`config.mk`:
```
export PLATFORM = sky130hd
export DESIGN_NAME = chan_loop_router
export DESIGN_NICKNAME = d
export VERILOG_FILES = /design/src/rtl/loop_router_pkg.sv /design/src/rtl/loop_mode_reg.sv /design/src/rtl/loop_serial_mux.sv /design/src/rtl/loop_char_gate.sv /design/src/rtl/chan_loop_router.sv
export SDC_FILE = /design/constraint.sdc
export NUM_CORES = 1
export LEC_CHECK = 0
export ABC_AREA = 1
export BUFFER_PORTS_ARGS = -buffer_cell sky130_fd_sc_hd__clkbuf_2
export CAP_MARGIN = 20
export CORE_AREA = 2 2 39 41
export DETAILED_ROUTE_END_ITERATION = 8
export DIE_AREA = 0 0 41 43
export PLACE_DENSITY = 0.78
export SYNTH_ARGS = -nofsm -noshare
export SYNTH_HDL_FRONTEND = slang
export SYNTH_HIERARCHICAL = 1
export SYNTH_SLANG_ARGS = --single-unit
```
`constraint.sdc`:
```
create_clock -name clk -period 1.3 [get_ports clk]
set_input_delay 0.13 -clock clk [delete_from_list [all_inputs] [get_ports clk]]
set_output_delay 0.13 -clock clk [all_outputs]
set_load 0.01 [all_outputs]
```
`src/rtl/loop_router_pkg.sv`:
```
package loop_router_pkg;

  typedef enum logic [1:0] {
    LM_NORMAL = 2'b00,
    LM_ECHO   = 2'b01,
    LM_LOCAL  = 2'b10,
    LM_REMOTE = 2'b11
  } loop_mode_e;

  localparam int unsigned LOOP_MODE_W = 2;

  function automatic logic tx_path_open(loop_mode_e m);
    return (m == LM_NORMAL) || (m == LM_LOCAL);
  endfunction

  function automatic logic rx_path_open(loop_mode_e m);
    return (m != LM_REMOTE);
  endfunction

  function automatic logic line_echoes(loop_mode_e m);
    return (m == LM_ECHO) || (m == LM_REMOTE);
  endfunction

endpackage

```
`src/rtl/loop_mode_reg.sv`:
```
module loop_mode_reg
  import loop_router_pkg::*;
(
  input  logic                   clk,
  input  logic                   rst_n,
  input  logic                   bit_tick,
  input  logic [LOOP_MODE_W-1:0] mode_cfg,
  output loop_mode_e             act_mode
);

  loop_mode_e mode_q;

  always_ff @(posedge clk) begin
    if (!rst_n) begin
      mode_q <= LM_NORMAL;
    end else if (bit_tick) begin
      mode_q <= loop_mode_e'(mode_cfg);
    end
  end

  assign act_mode = mode_q;

  // the setting may only move at a bit boundary
  assert_mode_hold_R2: assert property (@(posedge clk) disable iff (!rst_n)
    ($past(rst_n) && !$past(bit_tick)) |-> $stable(mode_q));

  // at a tick the requested code is adopted
  assert_mode_load_R2: assert property (@(posedge clk) disable iff (!rst_n)
    ($past(rst_n) && $past(bit_tick)) |-> (mode_q == loop_mode_e'($past(mode_cfg))));

endmodule

```
`src/rtl/loop_serial_mux.sv`:
```
module loop_serial_mux
  import loop_router_pkg::*;
(
  input  logic       clk,
  input  logic       rst_n,
  input  logic       bit_tick,
  input  loop_mode_e act_mode,
  input  logic       rxd,
  input  logic       tx_ser,
  output logic       txd,
  output logic       rx_ser
);

  logic echo_q;

  always_ff @(posedge clk) begin
    if (!rst_n) begin
      echo_q <= 1'b1;
    end else if (bit_tick) begin
      echo_q <= rxd;
    end
  end

  always_comb begin
    unique case (act_mode)
      LM_NORMAL: txd = tx_ser;
      LM_LOCAL:  txd = 1'b1;
      default:   txd = echo_q;
    endcase
  end

  assign rx_ser = (act_mode == LM_LOCAL) ? tx_ser : rxd;

  // echoed line trails the input by one tick
  assert_echo_latency_R4: assert property (@(posedge clk) disable iff (!rst_n)
    ($past(rst_n) && $past(bit_tick) && line_echoes(act_mode)) |-> (txd == $past(rxd)));

  // between ticks the echoed line does not move
  assert_echo_hold_R9: assert property (@(posedge clk) disable iff (!rst_n)
    ($past(rst_n) && !$past(bit_tick) && line_echoes(act_mode)
     && line_echoes($past(act_mode))) |-> $stable(txd));

  // local loop idles the pin and feeds transmitter back
  assert_local_mark_R5: assert property (@(posedge clk) disable iff (!rst_n)
    (act_mode == LM_LOCAL) |-> (txd && (rx_ser == tx_ser)));

endmodule

```
`src/rtl/loop_char_gate.sv`:
```
module loop_char_gate #(
  parameter int unsigned CHAR_W = 8
) (
  input  logic              clk,
  input  logic              rst_n,
  input  logic              en,
  input  logic              in_valid,
  output logic              in_ready,
  input  logic [CHAR_W-1:0] in_data,
  output logic              out_valid,
  input  logic              out_ready,
  output logic [CHAR_W-1:0] out_data
);

  assign out_valid = en & in_valid;
  assign in_ready  = en ? out_ready : 1'b1;
  assign out_data  = in_data;

  // a closed path swallows offers and shows nothing downstream
  assert_closed_drop_R7: assert property (@(posedge clk) disable iff (!rst_n)
    !en |-> (in_ready && !out_valid));

  // an open path keeps the handshake intact
  assert_open_pass_R7: assert property (@(posedge clk) disable iff (!rst_n)
    en |-> ((out_valid == in_valid) && (in_ready == out_ready)));

endmodule

```
`src/rtl/chan_loop_router.sv`:
```
module chan_loop_router
  import loop_router_pkg::*;
#(
  parameter int unsigned CHAR_W = 8
) (
  input  logic              clk,
  input  logic              rst_n,
  input  logic              bit_tick,
  input  logic [1:0]        mode_cfg,
  input  logic              rxd_pin,
  output logic              txd_pin,
  input  logic              tx_ser_in,
  output logic              rx_ser_out,
  input  logic              cpu_tx_valid,
  output logic              cpu_tx_ready,
  input  logic [CHAR_W-1:0] cpu_tx_data,
  output logic              xmt_valid,
  input  logic              xmt_ready,
  output logic [CHAR_W-1:0] xmt_data,
  input  logic              rcv_valid,
  output logic              rcv_ready,
  input  logic [CHAR_W-1:0] rcv_data,
  output logic              cpu_rx_valid,
  input  logic              cpu_rx_ready,
  output logic [CHAR_W-1:0] cpu_rx_data,
  output logic              tx_path_en,
  output logic              rx_path_en
);

  loop_mode_e act_mode;

  loop_mode_reg u_mode (
    .clk      (clk),
    .rst_n    (rst_n),
    .bit_tick (bit_tick),
    .mode_cfg (mode_cfg),
    .act_mode (act_mode)
  );

  loop_serial_mux u_ser (
    .clk      (clk),
    .rst_n    (rst_n),
    .bit_tick (bit_tick),
    .act_mode (act_mode),
    .rxd      (rxd_pin),
    .tx_ser   (tx_ser_in),
    .txd      (txd_pin),
    .rx_ser   (rx_ser_out)
  );

  assign tx_path_en = tx_path_open(act_mode);
  assign rx_path_en = rx_path_open(act_mode);

  loop_char_gate #(.CHAR_W(CHAR_W)) u_tx_gate (
    .clk       (clk),
    .rst_n     (rst_n),
    .en        (tx_path_en),
    .in_valid  (cpu_tx_valid),
    .in_ready  (cpu_tx_ready),
    .in_data   (cpu_tx_data),
    .out_valid (xmt_valid),
    .out_ready (xmt_ready),
    .out_data  (xmt_data)
  );

  loop_char_gate #(.CHAR_W(CHAR_W)) u_rx_gate (
    .clk       (clk),
    .rst_n     (rst_n),
    .en        (rx_path_en),
    .in_valid  (rcv_valid),
    .in_ready  (rcv_ready),
    .in_data   (rcv_data),
    .out_valid (cpu_rx_valid),
    .out_ready (cpu_rx_ready),
    .out_data  (cpu_rx_data)
  );

  // echo mode closes only the transmit side, remote closes both
  assert_path_en_R8: assert property (@(posedge clk) disable iff (!rst_n)
    (tx_path_en |-> rx_path_en));

  // first cycle out of reset is normal with the line at mark
  assert_reset_state_R1: assert property (@(posedge clk)
    !$past(rst_n) |-> (act_mode == LM_NORMAL && tx_path_en && rx_path_en));

endmodule

```
# ---- Word level (Yosys, flattened, before mapping)
# Cells that the tools add are included.
dict set report word_totals {
  reg_bits 3
  inputBits 27
  word_cells 12
}
dict set report classes {
  n_eq_ne 2
  n_mux 4
  n_bitwise 2
  reduce_logical 2
}
# cell count
set op_table {}
lappend op_table {{2-to-1 mux 1 bit} 3}
lappend op_table {{AND 1 bit} 2}
lappend op_table {{equality test 2 bit, second input constant} 1}
lappend op_table {{logical NOT 2 bit} 1}
lappend op_table {{inequality test 2 bit, second input constant} 1}
lappend op_table {{one-hot mux 1 bit (2 select lines)} 1}
lappend op_table {{logical OR 1 bit} 1}

# ---- Depth between registers and ports, before layout
dict set report logic_depth {
  word_depth 3
  ltp_mapped 4
  depth_no_buf 4
}

# ---- Modules after synthesis
# The synthesis kept the hierarchy.
# mod instances cells_per_inst area_each_um2 seq_area_each_um2
set modules_own_cells {}
lappend modules_own_cells {loop_char_gate 2 12 75.1 0.0}
lappend modules_own_cells {loop_mode_reg 1 12 77.6 40.0}
lappend modules_own_cells {loop_serial_mux 1 13 68.8 20.0}
lappend modules_own_cells {chan_loop_router 1 2 7.5 0.0}

# ---- Worst setup path after synthesis
# Ideal clock, no wire load.
dict set report synth_timing {
  kind {register to output}
  from {register u_mode.mode_q[0] (netlist: u_mode/act_mode[0])}
  to {output cpu_rx_valid}
  t_arrival_ps 628
  required_ps 1170
  path_slack_ps 542
  stages_incl_launch_ff 4
  path_buffers 0
  path_cell_list {dfxtp_1 > nand2_1 > nand2_1 > inv_1}
}
dict set report synth_via {
  elab_chain_cells 2
}
# item line
set synth_rtl {}
lappend synth_rtl {{start: declaration} loop_mode_reg.sv:11} ;# loop_mode_e mode_q;
lappend synth_rtl {{start signal: assignment} loop_mode_reg.sv:17} ;# mode_q <= loop_mode_e'(mode_cfg);
lappend synth_rtl {{inequality test 2 bit} loop_router_pkg.sv:17} ;# return (m != LM_REMOTE);
lappend synth_rtl {{net rx_path_en} chan_loop_router.sv:27} ;# output logic rx_path_en
lappend synth_rtl {{AND 1 bit} loop_char_gate.sv:15} ;# assign out_valid = en & in_valid;
lappend synth_rtl {{end: declaration} chan_loop_router.sv:23} ;# output logic cpu_rx_valid,
# The timed path passes the listed nets, and every way through them passes these cells.

# ---- Final worst setup path
dict set report layout_timing {
  from {register u_mode.mode_q[0] (netlist: u_mode/act_mode[0])}
  to {output rx_ser_out}
}
dict set report layout_via {
  elab_chain_cells 2
}
# item line
set layout_rtl {}
lappend layout_rtl {{equality test 2 bit} loop_serial_mux.sv:32} ;# assign rx_ser = (act_mode == LM_LOCAL) ? tx_ser : rxd;
lappend layout_rtl {{2-to-1 mux 1 bit} loop_serial_mux.sv:32}
lappend layout_rtl {{end: declaration} chan_loop_router.sv:13} ;# output logic rx_ser_out,
# Every way passes these cells.

==> out/summary.txt <==
Status: finished clean
Net count, final: 85
Routed WL: 528 um
Ant diodes: 0
Arr. time, crit path: 0.97 ns
Routed vias: 283
Final Hold Viols: 0
Std cell rows: 14
Setup Fix Bufs, Post-CTS: 0
First-pass GRT wire length: 800 um
Tmin final: 1.10 ns
Tcrit/Tclk final: 84.3%
Final setup viols: 0
YS warnings: 6
Layout Cells excl Fill: 73
Crit-path max FO: 5
CP Launch Type: register
LEAKAGE: 0.000215 uW
R2R Setup Slk: 0.70 ns
Grt ovf: 0
Peak supply drop: 0.000220 V
Crit. End Element: output pin
DR iter-0 viols: 6
Met3 wire length: 109 um
Avg Cell Area, Syn: 5.96 um2
Routed vias/inst: 3.88
Number of antenna violations at the first check in global routing: 0
Antenna-violating nets left: 0
Setup slack after layout: 0.205 ns
Share of layout cells above drive strength 1: 36.8%
Hold-fix buffers, CTS: 0
Cell area after synthesis: 304 um2
Cts bufs inserted: 3
Port buffer count: 18
# IOs: 51
Post-route setup TNS: 0 ns
Residual DRC: 0
Part of the Yosys area used for sequential elements: 19.8%
Cell variety after synth: 7
Top Layer Used: met4
Dpl hpwl: 441 um
Synth Net Count: 78
Max Fclk: 913 MHz
Clock slew at reported path FFs: 0.04 ns
H-tree depth: 1
Met1 Routed Length: 203 um
Total clock sinks: 3
Vias in the first global route: 240
WS Path Type: reg2out
Tot Pwr: 342 uW
Max Slew Vio Count: 0
Clock Latency Late Sink: 0.23 ns
Relative slew slack: 89.7%
Gate count of the mapped netlist: 51
Post-cts sizing count: 0
Die Wd: 41 um
Met2 WL post-DR: 206 um
GRT Overall Usage: 7.11%
Die height: 43 um
Placement Setup Slack: 0.444 ns
Final Wtd Congestion: 0.634
Fillcell total: 165
Starting Density: 22.0%
Number of placed cells counting well taps: 69
Clock skew: 0 ns
Slew at the pin closest to its max-slew limit: 0.154 ns
Largest net degree at the start of global routing: 7
Clock Root Buffer: clkbuf_4
CP required: 1.17 ns
Clock tree from TritonCTS: done
Yosys reg bits: 3
Drt wl/cell: 7.23 um
Area Overhead vs Synth: 5.35%
Maximum root-to-sink buffer count: 2
First-pass DRT Iterations: 4
P per Cell Area: 1070 nW/um2
Reported max-cap violation count: 0
Post-Route Utilization: 23.1%
Min-delay worst type: in2reg
Core ar.: 1380 um2
Die area: 1760 um2
RSZ-0062 raised after global routing: false
[sequential cells by signal, indices dropped and copies added, names as in the netlist]
name / cells
u_mode/act_mode: 2
u_ser/echo_q: 1
[through the flow]
| stage | hold slack (ns) | cell area [um2] |
|---|---|---|
| floorplan | 0.214 | 304 |
| global placement | 0.260 | 294 |
| detailed placement | 0.260 | 294 |
| CTS | 0.0988 | 320 |
| global route | 0.107 | 320 |
| finish | 0.111 | 320 |
[per-layer routing]
metal	global-route usage (%)	up-vias
met3	6.28	2
li1	-	142
met1	6.39	113
met5	0	-
met4	8.67	0
met2	8.13	26
[report_power, final]
group          internal, uW  switching [uW]
combinational          34.6            39.5
sequential             99.1            5.96
clock                   115            47.6
[synth_stat cells]
| cell | instances | area share [%] |
|---|---|---|
| nor2_1 | 4 | 4.9 |
| o21ai_1 | 1 | 1.6 |
| nand3_1 | 2 | 3.3 |
| nand2_1 | 16 | 20 |
| dfxtp_1 | 3 | 20 |
| inv_1 | 9 | 11 |
| buf_4 | 16 | 40 |
[placed cells by master (no fill, tap or decap), drive strengths merged]
| cell type | Yosys | routed |
|---|---|---|
| clkbuf | 0 | 22 |
| nand2 | 16 | 16 |
| dfxtp | 3 | 3 |
| inv | 9 | 9 |
| nand3 | 2 | 2 |
| nor2 | 4 | 4 |
| o21ai | 1 | 1 |
[final cells by class]
cell class	count	area [um2]	share of cell area [%]
well taps	16	20.0	6.25
inverters	9	33.8	10.5
repair buffers	18	90.1	28.1
flip-flops and latches	3	60.1	18.8
multi-input cells	23	90.1	28.1
clock buffers	4	26.3	8.20
[path summary, 6_finish.rpt]
kind | to | cells past startpoint | start
max reg2reg | u_mode/act_mode[1] | 2 | u_mode/act_mode[1]
max | rx_ser_out | 5 | u_mode/act_mode[0]
min | u_ser/echo_q | 2 | rst_n
min reg2reg | u_ser/echo_q | 2 | u_ser/echo_q
[worst max-delay path: stages, from the launching register on]
cell and delay (ns):
dfxtp_1 0.38, inv_1 0.09, nand2_1 0.06, nand2_1 0.04
nand2_1 0.05, clkbuf_2 0.12
[cell families after synthesis]
logic type             synth area share, %
and+or+nand+nor                       28.0
DFF                                   19.8
buffers and inverters                 50.6
AOI/OAI and AO/OA                     1.64
(Power assumes the default switching activity.)
